**config.mk**
```make
export PLATFORM = sky130hd
export DESIGN_NAME = fetch_ip_mapper
export DESIGN_NICKNAME = d
export VERILOG_FILES = /design/src/rtl/fim_pkg.sv /design/src/rtl/fim_seg_decode.sv /design/src/rtl/fim_path_arb.sv /design/src/rtl/fim_ip_ctrl.sv /design/src/rtl/fetch_ip_mapper.sv
export SDC_FILE = /design/constraint.sdc
export NUM_CORES = 1
export LEC_CHECK = 0
export BUFFER_PORTS_ARGS = -buffer_cell sky130_fd_sc_hd__buf_2
export CORE_MARGIN = 2
export CORE_UTILIZATION = 46
export CTS_CLUSTER_SIZE = 28
export DETAILED_ROUTE_END_ITERATION = 16
export PLACE_DENSITY_LB_ADDON = 0.15
export SLEW_MARGIN = 20
export SYNTH_ARGS = -nofsm -noshare
export SYNTH_HDL_FRONTEND = slang
export SYNTH_SLANG_ARGS = --single-unit
```
**constraint.sdc**
```tcl
create_clock -name clk -period 2.1 [get_ports clk]
set_input_delay 0 -clock clk [delete_from_list [all_inputs] [get_ports clk]]
set_output_delay 0 -clock clk [all_outputs]
set_load 0.05 [all_outputs]
```
**src/rtl/fim_pkg.sv**
```systemverilog
package fim_pkg;
  localparam int NSEG = 3;
  localparam int SEG_FLASH = 0;
  localparam int SEG_SRAM  = 1;
  localparam int SEG_UROM  = 2;
  typedef logic [NSEG-1:0] seg_sel_t;
endpackage

```
**src/rtl/fim_seg_decode.sv**
```systemverilog
module fim_seg_decode
  import fim_pkg::*;
#(
  parameter int AW = 16,
  parameter logic [AW-1:0] FLASH_LO = 'h0000,
  parameter logic [AW-1:0] FLASH_HI = 'h7FFF,
  parameter logic [AW-1:0] SRAM_LO  = 'hA000,
  parameter logic [AW-1:0] SRAM_HI  = 'hAFFF,
  parameter logic [AW-1:0] UROM_LO  = 'h8000,
  parameter logic [AW-1:0] UROM_HI  = 'h9FFF
) (
  input  logic [AW-1:0] addr,
  output seg_sel_t      sel,
  output logic          miss
);
  localparam logic [AW-1:0] LO [NSEG] = '{FLASH_LO, SRAM_LO, UROM_LO};
  localparam logic [AW-1:0] HI [NSEG] = '{FLASH_HI, SRAM_HI, UROM_HI};

  for (genvar g = 0; g < NSEG; g++) begin : g_win
    assign sel[g] = (addr >= LO[g]) && (addr <= HI[g]);
  end

  assign miss = ~|sel;


  always_comb begin
    windows_disjoint_chk: assert ($onehot0(sel));
  end
endmodule

```
**src/rtl/fim_path_arb.sv**
```systemverilog
module fim_path_arb
  import fim_pkg::*;
#(
  parameter seg_sel_t DATA_MASK = 3'b011
) (
  input  logic     fetch_req,
  input  seg_sel_t fetch_hit,
  input  logic     fetch_miss,
  input  logic     data_req,
  input  seg_sel_t data_hit,
  input  logic     data_miss,
  output logic     fetch_go,
  output logic     data_go,
  output logic     fetch_bad,
  output logic     data_bad,
  output logic     collide
);
  logic fetch_ok;

  assign fetch_ok  = fetch_req && !fetch_miss;
  assign data_go   = data_req && !data_miss && |(data_hit & DATA_MASK);
  assign data_bad  = data_req && !data_go;
  assign fetch_bad = fetch_req && fetch_miss;
  assign collide   = fetch_ok && data_go && |(fetch_hit & data_hit);
  assign fetch_go  = fetch_ok && !collide;


  always_comb begin
    one_owner_chk: assert (!(fetch_go && data_go) || ((fetch_hit & data_hit) == '0));
  end
endmodule

```
**src/rtl/fim_ip_ctrl.sv**
```systemverilog
module fim_ip_ctrl #(
  parameter int AW = 16,
  parameter logic [AW-1:0] RESET_IP = '0
) (
  input  logic          clk,
  input  logic          rst,
  input  logic          advance,
  input  logic          ipw_en,
  input  logic [AW-1:0] ipw_data,
  input  logic          redir_en,
  input  logic [AW-1:0] redir_addr,
  output logic [AW-1:0] ip
);
  logic [AW-1:0] ip_next;

  always_comb begin
    if (ipw_en)        ip_next = ipw_data;
    else if (redir_en) ip_next = redir_addr;
    else if (advance)  ip_next = ip + AW'(1);
    else               ip_next = ip;
  end

  always_ff @(posedge clk) begin
    if (rst) ip <= RESET_IP;
    else     ip <= ip_next;
  end


  ip_hold_chk: assert property (@(posedge clk) disable iff (rst)
    (!advance && !ipw_en && !redir_en) |=> $stable(ip));

  redir_load_chk: assert property (@(posedge clk) disable iff (rst)
    (redir_en && !ipw_en) |=> ip == $past(redir_addr));
endmodule

```
**src/rtl/fetch_ip_mapper.sv**
```systemverilog
module fetch_ip_mapper
  import fim_pkg::*;
#(
  parameter int AW = 16,
  parameter logic [AW-1:0] RESET_IP = '0,
  parameter logic [AW-1:0] FLASH_LO = 'h0000,
  parameter logic [AW-1:0] FLASH_HI = 'h7FFF,
  parameter logic [AW-1:0] SRAM_LO  = 'hA000,
  parameter logic [AW-1:0] SRAM_HI  = 'hAFFF,
  parameter logic [AW-1:0] UROM_LO  = 'h8000,
  parameter logic [AW-1:0] UROM_HI  = 'h9FFF,
  parameter logic [2:0]    DATA_MASK = 3'b011
) (
  input  logic          clk,
  input  logic          rst,
  input  logic          fetch_req,
  input  logic          data_req,
  input  logic [AW-1:0] data_addr,
  input  logic          ipw_en,
  input  logic [AW-1:0] ipw_data,
  input  logic          redir_en,
  input  logic [AW-1:0] redir_addr,
  output logic [AW-1:0] ip_q,
  output logic [AW-1:0] fetch_addr,
  output logic [2:0]    fetch_sel,
  output logic          fetch_stall,
  output logic          fetch_err,
  output logic [AW-1:0] data_addr_q,
  output logic [2:0]    data_sel,
  output logic          data_err
);
  seg_sel_t f_hit, d_hit;
  logic     f_miss, d_miss;
  logic     f_go, d_go, f_bad, d_bad, clash;

  fim_seg_decode #(
    .AW(AW), .FLASH_LO(FLASH_LO), .FLASH_HI(FLASH_HI), .SRAM_LO(SRAM_LO),
    .SRAM_HI(SRAM_HI), .UROM_LO(UROM_LO), .UROM_HI(UROM_HI)
  ) u_fdec (.addr(ip_q), .sel(f_hit), .miss(f_miss));

  fim_seg_decode #(
    .AW(AW), .FLASH_LO(FLASH_LO), .FLASH_HI(FLASH_HI), .SRAM_LO(SRAM_LO),
    .SRAM_HI(SRAM_HI), .UROM_LO(UROM_LO), .UROM_HI(UROM_HI)
  ) u_ddec (.addr(data_addr), .sel(d_hit), .miss(d_miss));

  fim_path_arb #(.DATA_MASK(DATA_MASK)) u_arb (
    .fetch_req(fetch_req), .fetch_hit(f_hit), .fetch_miss(f_miss),
    .data_req(data_req), .data_hit(d_hit), .data_miss(d_miss),
    .fetch_go(f_go), .data_go(d_go), .fetch_bad(f_bad), .data_bad(d_bad),
    .collide(clash)
  );

  fim_ip_ctrl #(.AW(AW), .RESET_IP(RESET_IP)) u_ip (
    .clk(clk), .rst(rst), .advance(f_go),
    .ipw_en(ipw_en), .ipw_data(ipw_data),
    .redir_en(redir_en), .redir_addr(redir_addr), .ip(ip_q)
  );

  always_ff @(posedge clk) begin
    if (rst) begin
      fetch_addr  <= '0;
      fetch_sel   <= '0;
      fetch_stall <= 1'b0;
      fetch_err   <= 1'b0;
      data_addr_q <= '0;
      data_sel    <= '0;
      data_err    <= 1'b0;
    end else begin
      fetch_addr  <= ip_q;
      fetch_sel   <= f_go ? f_hit : '0;
      fetch_stall <= clash;
      fetch_err   <= f_bad;
      data_addr_q <= data_addr;
      data_sel    <= d_go ? d_hit : '0;
      data_err    <= d_bad;
    end
  end


  no_shared_seg_chk: assert property (@(posedge clk) disable iff (rst)
    (fetch_sel & data_sel) == '0);

  stall_shape_chk: assert property (@(posedge clk) disable iff (rst)
    fetch_stall |-> (fetch_sel == '0) && (data_sel != '0));

  advance_by_one_chk: assert property (@(posedge clk) disable iff (rst)
    ((fetch_sel != '0) && !$past(ipw_en) && !$past(redir_en)) |-> ip_q == fetch_addr + AW'(1));

  sw_write_chk: assert property (@(posedge clk) disable iff (rst)
    ipw_en |=> ip_q == $past(ipw_data));

  data_err_chk: assert property (@(posedge clk) disable iff (rst)
    data_err |-> data_sel == '0);

  fetch_err_chk: assert property (@(posedge clk) disable iff (rst)
    fetch_err |-> (fetch_sel == '0) && !fetch_stall);
endmodule

```
* After elaboration in Yosys (flattened, before gate mapping) *
Cells that the tools add are included.

storage, ports and cells
  bits in registers = 57
  output and inout port bits = 57
  word-level logic and storage cells = 51

cells by class
  $add $sub $neg = 1
  $lt $le $gt $ge = 12
  muxes and demuxes = 3
  bitwise operators = 3
  reductions and logical operators = 24

operator list
  operator                                                             count
  greater-or-equal comparator 16 bit (second input constant)           4
  <= comparator 16 bit (second input constant)                         4
  two-way mux 16 bit                                                   3
  greater-or-equal comparator 16 x 1 -> 1 bit (second input constant)  2
  <= comparator 16 x 15 -> 1 bit (second input constant)               2
  adder 16 x 1 -> 16 bit (second input constant)                       1
  logical AND 1 bit                                                    14
  OR reduction 3 bit                                                   3
  OR reduction 2 bit                                                   3
  bitwise AND 3 bit                                                    1
  logical NOT 1 bit                                                    3
  nonzero test 3 bit                                                   1
  inverter 1 bit                                                       2

* Depth between registers and ports, before layout *
Gate-level depths: netlist of the first run.

  depth in word-level cells = 12
  depth in mapped cells = 7
  gate-level depth less buffers = 6

* By module *
A second synthesis of the first run with hierarchy kept.

unflattened totals
  cells, all modules = 278
  area, all modules = 2555.0 µm²

modules (own cells, without submodules)
  module           times used  cells each  area each (µm²)
  fim_ip_ctrl      1           173         1306.3
  fetch_ip_mapper  1           86          1114.8
  fim_path_arb     1           9           68.8
  fim_seg_decode   2           5           32.5

* Least setup slack after synthesis of the first run *
Ideal clock, no wire load.

  path type = register -> register
  from = register u_ip.ip[0]
  to = register u_ip.ip[12]
  library setup time = 0.117 ns
  arrival = 1.890 ns
  path slack = 0.093 ns
  cell stages (with the launch flop) = 7
  buffers on the path = 0
  period minus slack after synthesis = 2.007 ns
  path through = dfxtp_1 ha_1 nand2_1 nor4_4 xnor2_1 a221oi_2 a22o_1

on the way
  cells in the longest elaborated chain, start to end = 9
  elaborated cells on any way between the ends = 22

ends and longest elaborated chain
  element                                                              RTL line              source
  from (decl)                                                          fim_ip_ctrl.sv:12     output logic [AW-1:0] ip
  from (signal assigned)                                               fim_ip_ctrl.sv:25     else ip <= ip_next;
  greater-or-equal comparator 16 x 1 -> 1 bit (tied with other cells)  fim_seg_decode.sv:20  assign sel[g] = (addr >= LO[g]) && (addr <= HI[g]);
  logical AND 1 bit                                                    fim_seg_decode.sv:20
  OR reduction 3 bit                                                   fim_seg_decode.sv:23  assign miss = ~|sel;
  logical AND 1 bit                                                    fim_path_arb.sv:20    assign fetch_ok = fetch_req && !fetch_miss;
  logical AND 1 bit (2 in series)                                      fim_path_arb.sv:24    assign collide = fetch_ok && data_go && |(fetch_hit & data_hit);
  logical NOT 1 bit                                                    fim_path_arb.sv:25    assign fetch_go = fetch_ok && !collide;
  logical AND 1 bit                                                    fim_path_arb.sv:25
  nonzero test 3 bit (no source line)                                  n/a

Parallel ways exist; a longest one is shown, timed or not. The select of a mux whose other input is x is not followed.
A chain may end at the register's enable or synchronous reset.

* Final worst setup path of the first run *
  from = register u_ip.ip[1]
  to = register u_ip.ip[12]

Same word-level chain as after synthesis.

==> impl_metrics.tcl, run 1 <==
set metrics [dict create \
    rr_endpoint "u_ip.ip[12]$_SDFFE_PP0P_" \
    synth_cells 258 \
    slew_headroom_pct 61.8 \
    layout_commonest_cell "buf_2" \
    yosys.cell_types.count 45 \
    yosys-top-cells-area "dfxtp_1 47%, nor2b_1 8.5%, nor2_1 4.3%" \
    ant_nets 0 \
    reg2reg_depth 6 \
    syn_nets 314 \
    wl_mm 6.22 \
    yosys.area.top_type "dfxtp_1" \
    dieHeight_microns 76.5 \
    antenna_found_initial 0 \
    period_share_pct 84.9 \
    rows 26 \
    first_iter_violations 125 \
    place_congestion 0.804 \
    fin_skew_ns 0.00719 \
    p_clk_share_pct 32.6 \
    ir_drop_v 0.000440 \
    seq_power_share_pct 46.1 \
    synth_area_sq_um 2420 \
    cp_cell_sequence "ha_1 -> nand2_1 -> nor4_4 -> xnor2_1 -> a221oi_2 -> a22o_1" \
    avgSynthCellArea_sq_um 9.37 \
    cts_root_buf "clkbuf_8" \
    cts_buffer_depth 2 \
    insertion_delay_ns 0.33 \
    track_usage_pct 22.5 \
    reg2reg_from "u_ip.ip[1]$_SDFFE_PP0P_" \
    yosys.area.top_type_share_pct 47.2 \
    port_buffers 110 \
    p_total_mw 2.60 \
    cts.clk_slew.worst_paths_ns 0.06 \
    hpwl_mm 4.17 \
    nNetsFinal 443 \
    ctsResizeCount 0 \
    synth.area.mux_share_pct 1.66 \
    worstHoldStart "ipw_data[2]" \
    io_pins 111 \
    design.core.area_sq_um 5070 \
    grt_pass1_wl_mm 10.4 \
    fp.dieW_microns 76.5 \
    whs_path_depth 3 \
    ys_seq_area_share_pct 47.2 \
    grt_setup_unrepaired "false" \
    setup-tns-final_ns 0 \
    min_to "u_ip.ip[2]$_SDFFE_PP0P_" \
    setup_viol 0 \
    grt_overflow_total 0 \
    tightestPinTransition_ns 0.573 \
    combPwrFrac_pct 21.4 \
    synthArstFlopShare_pct 0 \
    synth-simple-area-share_pct 26.5 \
    hold_class "input pin to flop" \
    dieArea_sq_um 5850 \
    start_util_pct 47.7 \
    fin_util_pct 66.4 \
    num_vias 2265 \
    routedWlPerCell_microns 13.5 \
    critPathLaunchType "flop" \
    power.leakage_nw 1.61 \
    timing.fmax_mhz 561 \
    switching_power_mw 0.824 \
    status "finished, final reports clean" \
    slowest_delay_ns 0.44 \
    grt_pass1_vias 2253 \
    yosysWarningCount 0 \
    intPower_mw 1.77 \
    hold_ws_ns 0.0101 \
    end_kind "flop" \
    synth_seq_cells 57 \
    avgViaCountPerCell 4.91 \
    htree_levels 3 \
    final_hold_viol_count 0 \
    synth_top_family_by_area "simple AND/OR/NAND/NOR gates" \
    critPathRequiredTime_ns 2.33 \
    rrSetupSlack_ns 0.32 \
    grt_start_max_net_pins 32 \
    synth_edf_count 0 \
    tritoncts.num_buffers 9 \
    cp_max_fo 6 \
    final_cell_mix "110 x buf_2, 57 x dfxtp_1, 33 x nor2b_1" \
    syn2layout_area_growth_pct 39.3 \
    tritoncts "built" \
    ys.flop_type "dfxtp_1" \
    cts.sinks 57 \
    first_pass_iters 4 \
    power_density_nw_per_um2 771 \
    antennaDiodeCount 0 \
    synth_compound_area_share_pct 17.4 \
    drc 0 \
    layout-drive-gt1-share_pct 37.3 \
    critical_path_class "flop to flop" \
    cpMaxStageDelayCell "dfxtp_1" \
    synth_xor_area_share_pct 2.17 \
    cp.arrival_ns 2.01 \
    cap_violations 0 \
    finalMaxSlewViolations 0 \
    swShare_pct 31.7 \
    synthAdderAreaFrac_pct 1.03 \
    min_period_ns 1.78 \
]
==> power groups by stage <==
stage	combinational (mW)	sequential [mW]	clock, mW
after floorplan	0.175	1.42	0
after detailed placement	0.528	1.22	0
after global placement	0.526	1.22	0
final	0.555	1.20	0.846
after global routing	0.595	1.21	0.927
after CTS	0.556	1.19	0.875
==> Yosys cell counts, drive strengths merged, types with 2 or more instances <==
cell and instances:
a21oi 10, buf 7, clkbuf 8, inv 6, o21ai 11, nor2b 33
dfxtp 57, nand3 7, nand2 14, a22o 3, nor2 29, mux2i 4
nor3 8, ha 2, a311oi 4, a31oi 4, and4bb 2, or2 2
xnor2 2, nand4 3, xor2 4, nor3b 2, a21o 2, a211oi 9
and3 5, a221oi 3, nor4 3, o221a 4
==> how the worst max path moves through the flow <==
stage | from | end | slack (ns) | cells past startpoint
4_1_cts | u_ip.ip[1]$_SDFFE_PP0P_ | u_ip.ip[12]$_SDFFE_PP0P_ | 0.32 | 6
6_report | u_ip.ip[1]$_SDFFE_PP0P_ | u_ip.ip[12]$_SDFFE_PP0P_ | 0.32 | 6
3_3_place_gp | u_ip.ip[1]$_SDFFE_PP0P_ | u_ip.ip[12]$_SDFFE_PP0P_ | 0.37 | 6
5_1_grt | u_ip.ip[13]$_SDFFE_PP0P_ | u_ip.ip[15]$_SDFFE_PP0P_ | 0.15 | 5
3_5_place_dp | u_ip.ip[1]$_SDFFE_PP0P_ | u_ip.ip[12]$_SDFFE_PP0P_ | 0.34 | 6
2_1_floorplan | u_ip.ip[0]$_SDFFE_PP0P_ | u_ip.ip[12]$_SDFFE_PP0P_ | 0.09 | 6
==> logic make-up after synthesis <==
logic type               count (synthesis)
flip-flops                              57
AND/OR/NAND/NOR                        111
adder cells (fa/ha/maj)                  2
AO/OA/AOI/OAI                           55
XOR/XNOR                                 6
buffers and inverters                   22
multiplexers                             4
other                                    1
==> registers in the layout (all words and copies together), names as in the netlist <==
register     cells
fetch_addr      16
fetch_err        1
fetch_sel        3
data_err         1
u_ip.ip         16
fetch_stall      1
data_sel         3
data_addr_q     16
==> metrics by stage <==
step | cell area, sq um | setup slack, ns | cells
after floorplan | 2420 | 0.0934 | 258
after global placement | 3030 | 0.371 | 428
after detailed placement | 3030 | 0.343 | 428
after CTS | 3370 | 0.321 | 461
after global routing | 3370 | 0.151 | 461
final | 3370 | 0.316 | 461
==> per-layer routing <==
metal | vias up | global-route usage (%) | routed length, microns
met5 | - | 0 | 0
met4 | 0 | 11.5 | 75
met3 | 7 | 4.74 | 376
met2 | 74 | 36.9 | 2990
met1 | 1019 | 27.9 | 2770
li1 | 1165 | - | -
==> layout make-up <==
cell class | instances | area [sq um]
fill | 451 | 1710
multi-input combinational | 179 | 1180
sequential | 57 | 1140
timing repair buffer | 133 | 768
clock buffer | 11 | 141
tap | 70 | 87.6
inverter | 7 | 26.3
clock inverter | 4 | 20.0
==> worst max-delay path, delay by kind of cell (launching register included) <==
kind / cells / cell delay (ns)
AO/OA/AOI/OAI: 2 / 0.30
XOR/XNOR: 1 / 0.18
adder cells (fa/ha/maj): 1 / 0.25
flip-flops: 1 / 0.44
AND/OR/NAND/NOR: 2 / 0.51
==> repair_timing <==
item	in CTS	in global routing
hold buffers	18	0
setup buffers	0	0
hold endpoints to repair	21	0
Note: power is estimated with default switching activity, not from simulation.
==> run 2: changes to the inputs <==
Clock period 2.1 ns to 1.68 ns, I/O delays scaled along.
==> impl_metrics.tcl, run 2 (synthesized netlist as in run 1, its figures left out) <==
set metrics [dict create \
    nNetsFinal 451 \
    grt_pass1_vias 2160 \
    intPower_mw 2.40 \
    swShare_pct 31.1 \
    fp.dieW_microns 76.5 \
    dieHeight_microns 76.5 \
    fin_skew_ns 0.00555 \
    postPlaceCellArea_sq_um 3100 \
    end_kind "flop" \
    grt_overflow_total 0 \
    p_total_mw 3.48 \
    grt_setup_unrepaired "true" \
    routedWlPerCell_microns 13.6 \
    wl_mm 6.39 \
    slowest_delay_ns 0.37 \
    p_clk_share_pct 36.3 \
    insertion_delay_ns 0.33 \
    seq_power_share_pct 43.1 \
    design.core.area_sq_um 5070 \
    cp_max_fo 8 \
    track_usage_pct 21.9 \
    rows 26 \
    io_pins 111 \
    hpwl_mm 4.32 \
    critPathBufInv 0 \
    hold_class "input pin to flop" \
    setup-tns-final_ns 0 \
    critical_path_class "flop to flop" \
    timing.fmax_mhz 621 \
    critPathRequiredTime_ns 1.91 \
    first_iter_violations 163 \
    port_buffers 110 \
    layoutNonFillerInstCount 470 \
    avgViaCountPerCell 4.98 \
    final_cell_mix "110 x buf_2, 41 x dfxtp_1, 33 x nor2b_1" \
    status "finished, final reports clean" \
    cp.arrival_ns 1.84 \
    syn2layout_area_growth_pct 46.5 \
    dp_slack_ns -0.0168 \
    setup_viol 0 \
    grt_start_max_net_pins 25 \
    crit_family "simple AND/OR/NAND/NOR gates" \
    layout_commonest_cell "buf_2" \
    antenna_found_initial 0 \
    final_hold_viol_count 0 \
    grt_pass1_wl_mm 10.1 \
    cp_cell_sequence "and4bb_2 -> and4_4 -> o21a_4 -> o21ai_0 -> a221oi_1" \
    cts_root_buf "clkbuf_8" \
    antennaDiodeCount 0 \
    setup_slack_ns 0.0693 \
    cpMaxStageDelayCell "dfxtp_4" \
    htree_levels 3 \
    cts.clk_slew.worst_paths_ns 0.07 \
    cts.sinks 57 \
    top_regs "data_addr_q: 16 flops, fetch_addr: 16 flops, u_ip.ip: 16 flops" \
    tritoncts.num_buffers 9 \
    combPwrFrac_pct 20.5 \
    power_density_nw_per_um2 981 \
    drc 0 \
    ir_drop_v 0.000671 \
    dieArea_sq_um 5850 \
    period_share_pct 95.9 \
    final_area_sq_um 3540 \
    tritoncts "built" \
    dp.cells 433 \
    finalMaxSlewViolations 0 \
    ant_nets 0 \
    min_period_ns 1.61 \
    power.leakage_nw 1.69 \
    cts_buffer_depth 2 \
    start_util_pct 47.7 \
    layout-drive-gt1-share_pct 44.3 \
    cap_violations 0 \
    first_pass_iters 4 \
    num_vias 2340 \
    switching_power_mw 1.08 \
    place_congestion 0.845 \
    critPathLaunchType "flop" \
]
[run 2: cell types whose count changed in the layout (fill, tap and decap cells not counted), sizes merged]
| cell | delta |
|---|---|
| inv | +2 |
| buf | +8 |
| clkinv | -2 |
| bufinv | +1 |
[run 2: worst reg2reg max path, stage by stage, from the launching register on]
cell,delay (ns)
dfxtp_4,0.37
and4bb_2,0.32
and4_4,0.27
o21a_4,0.21
o21ai_0,0.11
a221oi_1,0.23
[run 2: final timing paths]
path,endpoint,depth (start not counted),from,slack (ns)
min,u_ip.ip[12]$_SDFFE_PP0P_,4,redir_addr[12],0.01
max reg2reg,u_ip.ip[15]$_SDFFE_PP0P_,5,u_ip.ip[12]$_SDFFE_PP0P_,0.07
max,u_ip.ip[15]$_SDFFE_PP0P_,5,u_ip.ip[12]$_SDFFE_PP0P_,0.07
min reg2reg,fetch_sel[0]$_SDFF_PP0_,1,u_ip.ip[15]$_SDFFE_PP0P_,0.51
[run 2: power groups by stage]
stage               registers (mW)  logic (mW)  clock network, mW
floorplan                     1.78       0.221                  0
global placement              1.52       0.661                  0
detailed placement            1.53       0.666                  0
CTS                           1.50       0.708               1.29
global route                  1.51       0.760               1.35
finish                        1.50       0.713               1.26
[run 2: through the flow]
stage,hold WS [ns],util [%]
finish,0.0118,69.8
global route,0.0217,69.8
CTS,0.00136,69.1
detailed placement,0.217,61.2
global placement,0.208,61.2
floorplan,0.0716,-
[run 2: final cells by class]
class | instances | area [sq um]
multi-input cells | 179 | 1210
clock inverters | 5 | 52.6
inverters | 7 | 26.3
flip-flops and latches | 57 | 1180
clock buffers | 11 | 141
repair buffers | 141 | 841
well taps | 70 | 87.6
fillers | 414 | 1530
[run 2: per-layer routing]
layer  up-vias  routed length, microns  track usage (%)
met2        83                    3060             34.0
met3        16                     360             5.09
met4         0                     148             12.2
li1       1188                       -                -
met1      1053                    2820             28.0
met5         -                       0                0
[run 2: timing repair]
item / CTS / global route
hold buffers: 18 / 0
setup buffers: 2 / 1
endpoints found under the setup margin: 2 / 8
pin swaps: 1 / 4
gates resized for setup: 0 / 7
hold endpoints to repair: 21 / 0
cloned: 0 / 0
